File: config.mk
export PLATFORM = sky130hd
export DESIGN_NAME = i2c_reg_slave
export DESIGN_NICKNAME = d
export VERILOG_FILES = /design/src/rtl/i2c_rs_pkg.sv /design/src/rtl/i2c_line_sync.sv /design/src/rtl/i2c_word_bank.sv /design/src/rtl/i2c_reg_slave.sv
export SDC_FILE = /design/constraint.sdc
export NUM_CORES = 1
export LEC_CHECK = 0
export ABC_AREA = 1
export BUFFER_PORTS_ARGS = -buffer_cell sky130_fd_sc_hd__buf_2
export CORE_MARGIN = 1
export CORE_UTILIZATION = 35
export DETAILED_ROUTE_END_ITERATION = 10
export HOLD_SLACK_MARGIN = 0.06
export SLEW_MARGIN = 20
export SYNTH_ARGS = -nofsm -noshare
export SYNTH_HDL_FRONTEND = slang
export SYNTH_SLANG_ARGS = --single-unit
File: constraint.sdc
create_clock -name clk -period 2 [get_ports clk]
set_input_delay 0.2 -clock clk [delete_from_list [all_inputs] [get_ports clk]]
set_output_delay 0.2 -clock clk [all_outputs]
set_load 0.02 [all_outputs]
File: src/rtl/i2c_rs_pkg.sv
package i2c_rs_pkg;

    // Own 7-bit bus address.
    localparam logic [6:0] OWN_ADDR = 7'h36;

    typedef enum logic [2:0] {
        ST_IDLE  = 3'd0,
        ST_ADDR  = 3'd1,
        ST_WDATA = 3'd2,
        ST_ACK   = 3'd3,
        ST_RD    = 3'd4,
        ST_RACK  = 3'd5
    } slv_state_e;

endpackage

File: src/rtl/i2c_line_sync.sv
module i2c_line_sync #(
    parameter int STAGES = 2
) (
    input  logic clk,
    input  logic rst_n,
    input  logic scl_i,
    input  logic sda_i,
    output logic scl_o,
    output logic sda_o,
    output logic scl_rise_o,
    output logic scl_fall_o,
    output logic start_o,
    output logic stop_o
);

    logic [STAGES-1:0] scl_q, scl_d;
    logic [STAGES-1:0] sda_q, sda_d;
    logic              scl_prev_q, scl_prev_d;
    logic              sda_prev_q, sda_prev_d;

    always_comb begin
        scl_d      = {scl_q[STAGES-2:0], scl_i};
        sda_d      = {sda_q[STAGES-2:0], sda_i};
        scl_prev_d = scl_q[STAGES-1];
        sda_prev_d = sda_q[STAGES-1];
    end

    // Idle bus level is high on both lines.
    always_ff @(posedge clk or negedge rst_n) begin
        if (!rst_n) begin
            scl_q      <= '1;
            sda_q      <= '1;
            scl_prev_q <= 1'b1;
            sda_prev_q <= 1'b1;
        end else begin
            scl_q      <= scl_d;
            sda_q      <= sda_d;
            scl_prev_q <= scl_prev_d;
            sda_prev_q <= sda_prev_d;
        end
    end

    assign scl_o      = scl_q[STAGES-1];
    assign sda_o      = sda_q[STAGES-1];
    assign scl_rise_o = scl_o & ~scl_prev_q;
    assign scl_fall_o = ~scl_o & scl_prev_q;
    assign start_o    = scl_o & scl_prev_q & sda_prev_q & ~sda_o;
    assign stop_o     = scl_o & scl_prev_q & ~sda_prev_q & sda_o;

endmodule

File: src/rtl/i2c_word_bank.sv
module i2c_word_bank #(
    parameter int NUM_WORDS = 4,
    parameter int BAW       = 3
) (
    input  logic                    clk,
    input  logic                    rst_n,
    input  logic                    wr_en,
    input  logic [BAW-1:0]          wr_addr,
    input  logic [7:0]              wr_data,
    input  logic [BAW-1:0]          rd_addr,
    output logic [7:0]              rd_data,
    output logic [NUM_WORDS*16-1:0] words_o
);

    for (genvar w = 0; w < NUM_WORDS; w++) begin : g_word
        logic [15:0] word_q, word_d;
        logic        hit;

        assign hit = wr_en && ((int'(wr_addr) / 2) == w);

        // Even byte address -> upper half, odd -> lower half.
        always_comb begin
            word_d = word_q;
            if (hit) begin
                if (wr_addr[0]) word_d[7:0]  = wr_data;
                else            word_d[15:8] = wr_data;
            end
        end

        always_ff @(posedge clk or negedge rst_n) begin
            if (!rst_n) word_q <= '0;
            else        word_q <= word_d;
        end

        assign words_o[16*w +: 16] = word_q;
    end

    always_comb begin
        if (rd_addr[0]) rd_data = words_o[16*(int'(rd_addr) / 2) +: 8];
        else            rd_data = words_o[16*(int'(rd_addr) / 2) + 8 +: 8];
    end

    // an even byte address lands in the upper half of its word
    a_r6_even_is_high: assert property (@(posedge clk) disable iff (!rst_n)
        (wr_en && !wr_addr[0]) |=>
        (words_o[16*(int'($past(wr_addr)) / 2) + 8 +: 8] == $past(wr_data)));

    // an odd byte address lands in the lower half of its word
    a_r6_odd_is_low: assert property (@(posedge clk) disable iff (!rst_n)
        (wr_en && wr_addr[0]) |=>
        (words_o[16*(int'($past(wr_addr)) / 2) +: 8] == $past(wr_data)));

endmodule

File: src/rtl/i2c_reg_slave.sv
module i2c_reg_slave
    import i2c_rs_pkg::*;
#(
    parameter int NUM_WORDS   = 4,
    parameter int SYNC_STAGES = 2
) (
    input  logic                    clk,
    input  logic                    rst_n,
    input  logic                    scl_i,
    input  logic                    sda_i,
    output logic                    sda_pull_o,
    output logic [NUM_WORDS*16-1:0] regs_o
);

    localparam int NBYTES = 2 * NUM_WORDS;
    localparam int BAW    = $clog2(NBYTES);

    typedef struct packed {
        slv_state_e     st;
        logic [3:0]     cnt;
        logic [7:0]     sh;
        logic [7:0]     tx;
        logic [BAW-1:0] ptr;
        logic           first;
        logic           rw;
        logic           mack;
        logic           pull;
    } ctl_t;

    ctl_t q, d;

    logic scl_s, sda_s, scl_rise, scl_fall, start_det, stop_det;
    logic wr_en;
    logic [7:0] rd_byte;

    i2c_line_sync #(.STAGES(SYNC_STAGES)) u_sync (
        .clk        (clk),
        .rst_n      (rst_n),
        .scl_i      (scl_i),
        .sda_i      (sda_i),
        .scl_o      (scl_s),
        .sda_o      (sda_s),
        .scl_rise_o (scl_rise),
        .scl_fall_o (scl_fall),
        .start_o    (start_det),
        .stop_o     (stop_det)
    );

    i2c_word_bank #(.NUM_WORDS(NUM_WORDS), .BAW(BAW)) u_bank (
        .clk     (clk),
        .rst_n   (rst_n),
        .wr_en   (wr_en),
        .wr_addr (q.ptr),
        .wr_data (q.sh),
        .rd_addr (q.ptr),
        .rd_data (rd_byte),
        .words_o (regs_o)
    );

    always_comb begin
        d     = q;
        wr_en = 1'b0;
        unique case (q.st)
            ST_IDLE: ;
            ST_ADDR: begin
                if (scl_rise && q.cnt < 4'd8) begin
                    d.sh  = {q.sh[6:0], sda_s};
                    d.cnt = q.cnt + 4'd1;
                end else if (scl_fall && q.cnt == 4'd8) begin
                    if (q.sh[7:1] == OWN_ADDR) begin
                        d.rw    = q.sh[0];
                        d.first = 1'b1;
                        d.st    = ST_ACK;
                    end else begin
                        d.st = ST_IDLE;
                    end
                end
            end
            ST_WDATA: begin
                if (scl_rise && q.cnt < 4'd8) begin
                    d.sh  = {q.sh[6:0], sda_s};
                    d.cnt = q.cnt + 4'd1;
                end else if (scl_fall && q.cnt == 4'd8) begin
                    if (q.first) begin
                        d.ptr   = q.sh[BAW-1:0];
                        d.first = 1'b0;
                    end else begin
                        wr_en = 1'b1;
                        d.ptr = q.ptr + 1'b1;
                    end
                    d.st = ST_ACK;
                end
            end
            ST_ACK: begin
                if (scl_fall) begin
                    d.cnt = '0;
                    if (q.rw) begin
                        d.st = ST_RD;
                        d.tx = rd_byte;
                    end else begin
                        d.st = ST_WDATA;
                    end
                end
            end
            ST_RD: begin
                if (scl_fall) begin
                    if (q.cnt == 4'd7) begin
                        d.st  = ST_RACK;
                        d.cnt = '0;
                        d.ptr = q.ptr + 1'b1;
                    end else begin
                        d.tx  = {q.tx[6:0], 1'b1};
                        d.cnt = q.cnt + 4'd1;
                    end
                end
            end
            ST_RACK: begin
                if (scl_rise) begin
                    d.mack = ~sda_s;
                end else if (scl_fall) begin
                    if (q.mack) begin
                        d.st  = ST_RD;
                        d.tx  = rd_byte;
                        d.cnt = '0;
                    end else begin
                        d.st = ST_IDLE;
                    end
                end
            end
            default: d.st = ST_IDLE;
        endcase

        if (start_det) begin
            d.st  = ST_ADDR;
            d.cnt = '0;
            d.sh  = '0;
        end else if (stop_det) begin
            d.st = ST_IDLE;
        end

        d.pull = (d.st == ST_ACK) || (d.st == ST_RD && !d.tx[7]);
    end

    always_ff @(posedge clk or negedge rst_n) begin
        if (!rst_n) q <= '0;
        else        q <= d;
    end

    assign sda_pull_o = q.pull;

    // a START always restarts address reception from bit 0
    a_r3_start_restarts: assert property (@(posedge clk) disable iff (!rst_n)
        start_det |=> (q.st == ST_ADDR && q.cnt == 4'd0));

    // a STOP leaves the block idle with SDA released
    a_r4_stop_releases: assert property (@(posedge clk) disable iff (!rst_n)
        stop_det |=> (q.st == ST_IDLE && !sda_pull_o));

    // nothing is driven while idle
    a_r2_idle_silent: assert property (@(posedge clk) disable iff (!rst_n)
        (q.st == ST_IDLE) |-> !sda_pull_o);

    // the address acknowledge only follows our own address
    a_r1_ack_own_only: assert property (@(posedge clk) disable iff (!rst_n)
        ($rose(sda_pull_o) && $past(q.st == ST_ADDR)) |->
        ($past(q.sh[7:1]) == OWN_ADDR));

    // the pull enable moves only while SCL is low
    a_r8_pull_scl_low: assert property (@(posedge clk) disable iff (!rst_n)
        (sda_pull_o != $past(sda_pull_o)) |->
        (!scl_s || $past(start_det) || $past(stop_det)));

    // the bit counter never passes the byte length
    a_r5_cnt_bound: assert property (@(posedge clk) disable iff (!rst_n)
        q.cnt <= 4'd8);

endmodule

==> results of run 1 <==
==> metal layers <==
metal	GRT usage [%]	vias to the layer above	part of all wire, %
li1	-	1987	-
met4	7.109	0	2.5
met3	4.325	25	6.3
met5	0	-	0
met2	31.79	122	48
met1	26.09	1977	44
==> critical path, stage by stage (launching register included) <==
cell	delay (ns)
dfrtp_1	0.42
inv_1	0.07
ha_1	0.18
nand3_4	0.11
nor2_8	0.14
nand3_4	0.16
nor3_4	0.19
nand2_2	0.26
nand2_1	0.16
o21ai_2	0.07
==> synth_stat cells (5+ instances only) <==
master    instances
o21ai_1          28
nor2_1           38
clkbuf_1          5
buf_6             8
nand2_2           9
o21a_1           19
dfstp_2           6
dfrtp_1          94
inv_1            44
o21ai_0          69
nand2_1         145
buf_2             5
o21ai_2          21
nand3_1          26
==> state kept, by name, indices dropped and copies added, names as in the netlist <==
name                  cells
u_bank.g_word.word_q     64
q                        29
u_sync.scl_q              2
u_sync.sda_q              2
sda_pull_o                1
u_sync.scl_prev_q         1
u_sync.sda_prev_q         1
==> per-stage QoR <==
stage               total power [mW]  cells  cell area, sq um  util (%)
finish                         5.025    814              5783     43.16
CTS                            5.067    814              5783     43.16
detailed placement             3.035    795              5404     40.33
global placement               3.027    795              5404     40.33
global route                   5.262    814              5783     43.16
floorplan                      2.727    558              4867         -
==> where the power goes <==
part | switching, mW | internal [mW] | leakage, nW | total, mW
Clock | 0.792 | 1.23 | 0.166 | 2.02
Sequential | 0.0995 | 2.13 | 1.37 | 2.23
Combinational | 0.566 | 0.210 | 1.26 | 0.776
==> final timing paths <==
check                      cells after the start                          end
hold reg to reg                                0              u_sync.scl_q[1]
setup / recovery                               9  u_bank.g_word[0].word_q[13]
max in group asynchronous                      3            u_sync.scl_prev_q
setup reg to reg                               9  u_bank.g_word[0].word_q[13]
hold / removal                                 2  u_bank.g_word[0].word_q[13]
min in group clk                               0              u_sync.scl_q[1]
==> repair_timing <==
action                     4_1_cts  5_1_grt
hold buffers                     3        0
hold endpoints to repair        24        0
setup endpoints to repair        0        1
==> layout make-up <==
cell class,instances,share of cell area [%]
Sequential cell,100,43.40
Multi-Input combinational cell,393,35.33
Timing Repair Buffer,83,8.438
Clock buffer,9,3.894
Tap cell,176,3.808
Inverter,46,2.986
Clock inverter,7,2.142
==> kinds of logic (layout without fill, tap and decap cells) <==
kind of cell             after synthesis  in the layout
AO/OA/AOI/OAI                        149            149
buffers and inverters                 65            145
AND/OR/NAND/NOR                      238            238
XOR/XNOR                               3              3
flip-flops                           100            100
adder cells (fa/ha/maj)                3              3
==> run metrics, run 1 <==
status=completed; clock skew=roughly 0.0096 ns; Starting Density=36.32%; chip height=approximately 120 um; leakage=around 2.8 nW; DRT iter0 DRCs=between 300 and 400; Syn Area/Cell=8.723 sq um; Synth cell types=35; All-Layer GR Usage=19.77%; main combinational cell family by area after synthesis=simple AND/OR/NAND/NOR gates; synthesized area=4867 sq um; worst hold path type=primary input to asynchronous set/reset pin; # Post-CTS Setup Buffers=0; CP Capture Type=flip-flop; commonest non-fill, non-tap cells in the layout=145 x nand2_1, 94 x dfrtp_1, 69 x o21ai_0; Setup Crit Path Kind=flip-flop to flip-flop; Max Cap Viol=0; layout cell share with drive strength beyond 1=22.73%; Layout Area Growth over Synthesis=18.82%; async set-reset flop share out of synthesis=100.0%; Primary FF master, synth=dfrtp_1; number of H-tree levels=3; die area=14380 sq um; Tcrit/Tclk final=94.53%; Final setup viols=0; WL per Instance=around 16 um; post-route DRC violation count=0; GP Congestion=0.8359; Post-Synth Simple-Gate Area=22.13%; root buffer cell=clkbuf_16; IO buf count=between 60 and 70; Slew @ Worst Pin=0.5750 ns; first-pass GRT wire length=21580 um; dpl ws=0.08392 ns; Synth top area share=approximately 48%; xor and xnor area share after synthesis=less than 1%; Adder-Cell Fraction of Synth Area=0.7712%; register bit count reported by yosys=100; grt ovf=0; Fin. Hold Viols=0; nets@finish=640; CORE AREA=approximately 13000 sq um; CTS resizes=0; initial antenna violation count=0; area of the multi-input gates=a little over 2000 sq um; sequential fraction of the synthesis area=51.57%; RSZ-0062 raised after global routing=true; Synth area leader=dfrtp_1; setup ws final=~0.11 ns; Num CTS Buffers=9; clk sinks=100; most common cell after layout, fill and taps aside=nand2_1; Yosys warning count=0; power per cell area=868.9 nW/um^2; Compound-Gate Fraction of Synth Area=between 10% and 20%; vias in the first global route=a little over 4k; register area=around 2500 sq um; Max-Slew Margin vs Limit=about three fifths; reg2reg setup slack=0.11 ns; via/cell ratio=5.050; DRT Pass-1 Iters=5; maximum vdd drop=578.6 uV; startpoint types=flip-flop; total number of vias=between 4k and 5k; Clock Latency Late Sink=about 0.36 ns; max-slew violation count=0; Final TNS setup=0 ns; WP data arrival=2.12 ns; antenna-violating nets left=0; hold slack final=roughly 0.28 ns; crit path max fanout=16; FILL cells=around 1.3k; CTS tree=built; fin crit period=1.891 ns; Max Freq=between 500 and 600 MHz; # IOs=69; final wirelength=13370 um; Synthesized Nets=565; Cells after Synth=558; Area contributors post-synth=dfrtp_1 48%, nand2_1 11%, o21ai_0 7.1%; Die Span X=119.9 um; Data required, critical path=2.23 ns; crit path from=q[23]; worst-case clock buffer depth=2; pin count of the biggest net entering global routing=58; ANT cells=0; Post-synth EDFFs=0; row cnt=42; DPL Wire Length=9539 um; post-synthesis mux area share=0%; origin of the critical flop-to-flop path=q[23]; clk slew on worst S/H paths=0.07 ns
Note: power is estimated with default switching activity, not from simulation.
==> run 2: changes to the inputs <==
clock period = 1.6 ns   (was 2 ns; I/O delays follow)
==> run metrics, run 2 (synthesized netlist as in run 1, its figures left out) <==
crit path max fanout=8 (-8); commonest non-fill, non-tap cells in the layout=101 x nand2_1, 93 x dfrtp_1, 67 x buf_2; dpl ws=-0.1870 ns (-0.2709 ns); Layout Area Growth over Synthesis=36.99%; initial antenna violation count=0 (unchanged); Fin. Hold Viols=0 (unchanged); pin count of the biggest net entering global routing=43 (-26%); Starting Density=36.32% (unchanged); Placed Cells=826 (+3.9%); setup ws final=-0.1432 ns (-0.2526 ns); post-route DRC violation count=0 (unchanged); Data required, critical path=1.83 ns (-0.40 ns); clock skew=0.008196 ns (-0.001422 ns); total number of vias=4431 (+7.8%); maximum vdd drop=482.7 uV (-17%); max-slew violation count=0 (unchanged); antenna-violating nets left=0 (unchanged); power per cell area=964.3 nW/um^2 (+11%); Max Freq=573.7 MHz (+8.5%); WP data arrival=1.97 ns (-0.15 ns); clk sinks=100 (unchanged); clk slew on worst S/H paths=0.07 ns (about the same); worst-case clock buffer depth=2 (unchanged); most common cell after layout, fill and taps aside=nand2_1; row cnt=42 (unchanged); number of H-tree levels=3 (unchanged); Final TNS setup=-5.498 ns (-5.498 ns); GP Congestion=0.8321 (-0.45%); Clock Latency Late Sink=0.36 ns (about the same); Slew @ Worst Pin=0.5726 ns (-0.002357 ns); Final setup viols=75 (+75); Setup Crit Path Kind=flip-flop to flip-flop; status=finished, violations left; chip height=119.9 um (unchanged); final wirelength=14840 um (+11%); Tcrit/Tclk final=109.0% (+14 points); leakage=3.153 nW (+13%); Max-Slew Margin vs Limit=61.78% (+0.16 points); grt ovf=0 (unchanged); die area=14380 sq um (unchanged); root buffer cell=clkbuf_16; CTS tree=built; CORE AREA=13400 sq um (unchanged); vias in the first global route=4468 (+9.8%); Max Cap Viol=0 (unchanged); origin of the critical flop-to-flop path=q[23]; crit path from=q[23]; ANT cells=0 (unchanged); DRT Pass-1 Iters=5 (unchanged); DPL Wire Length=9827 um (+3.0%); RSZ-0062 raised after global routing=true; # IOs=69 (unchanged); non-filler cells, final=864 (+6.1%); Reg with most FFs=u_bank.g_word.word_q; Die Span X=119.9 um (unchanged); IO buf count=68 (unchanged); total power=6.430 mW (+28%); WL per Instance=17.17 um (+4.6%); Num CTS Buffers=9 (unchanged); CP Capture Type=flip-flop; layout cell share with drive strength beyond 1=39.97% (+17 points); fin crit period=1.743 ns (-0.1474 ns); largest registers=u_bank.g_word.word_q (64), q (29); via/cell ratio=5.128 (+1.5%); nets@finish=690 (+7.8%); All-Layer GR Usage=21.82% (+2.1 points); number of flip-flops under the largest register name=64 (unchanged); DRT iter0 DRCs=306 (-0.97%); failing checks=negative setup slack; worst hold path type=primary input to asynchronous set/reset pin; reg2reg setup slack=-0.14 ns (-0.25 ns); startpoint types=flip-flop; first-pass GRT wire length=23820 um (+10%)
==> run 2: area by class of cell <==
type	count	area [sq um]
fillers	1254	6733
multi-input cells	398	2550
flip-flops and latches	100	2511
repair buffers	128	913.4
clock buffers	9	225.2
well taps	176	220.2
inverters	46	173.9
clock inverters	7	73.82
==> run 2: path summary, 6_finish.rpt <==
kind / endpoint / cells past startpoint
worst max-delay path: u_bank.g_word[0].word_q[7] / 10
worst min-delay path: q[25] / 2
worst max register to register: u_bank.g_word[0].word_q[7] / 10
worst min register to register: u_sync.scl_q[1] / 0
max in group asynchronous: u_sync.sda_prev_q / 3
min in group clk: u_sync.scl_q[1] / 0
==> run 2: per-layer routing <==
layer / GRT usage [%] / wire length (um)
met5: 0 / 0
met4: 9.766 / 417
met3: 3.565 / 876
met2: 34.84 / 7122
met1: 29.02 / 6421
==> run 2: critical path, stage by stage (launching register included) <==
cell and delay (ns):
dfrtp_1 0.39, inv_2 0.07, ha_4 0.13, nand3_4 0.09, nor2_8 0.11, nand3_4 0.13, nor3_4 0.26, buf_6 0.16
nand2_8 0.10, nand2_2 0.11, o21ai_2 0.06
==> run 2: through the flow <==
stage	util (%)	hold slack [ns]	cell area, sq um
6_report	49.76	0.3117	6668
5_1_grt	49.76	0.3495	6668
4_1_cts	47.67	0.3431	6387
3_5_place_dp	42.38	0.1626	5679
3_3_place_gp	42.38	0.1500	5679
2_1_floorplan	-	-0.1356	4872
==> run 2: power breakdown <==
group | total (mW) | leakage (nW) | switching, mW | internal (mW)
combinational | 1.42 | 1.64 | 0.922 | 0.496
sequential | 2.76 | 1.37 | 0.102 | 2.66
clock | 2.25 | 0.147 | 1.03 | 1.22
total | 6.43 | 3.15 | 2.05 | 4.38
==> run 2: timing repair <==
action                                  CTS  global route
pin swaps                                 9            15
endpoints found under the setup margin   78            90
gates cloned                              5             0
buffers inserted                          8             7
gates resized for setup                  68            67
hold endpoints to repair                 31             0
hold buffers                              3             0
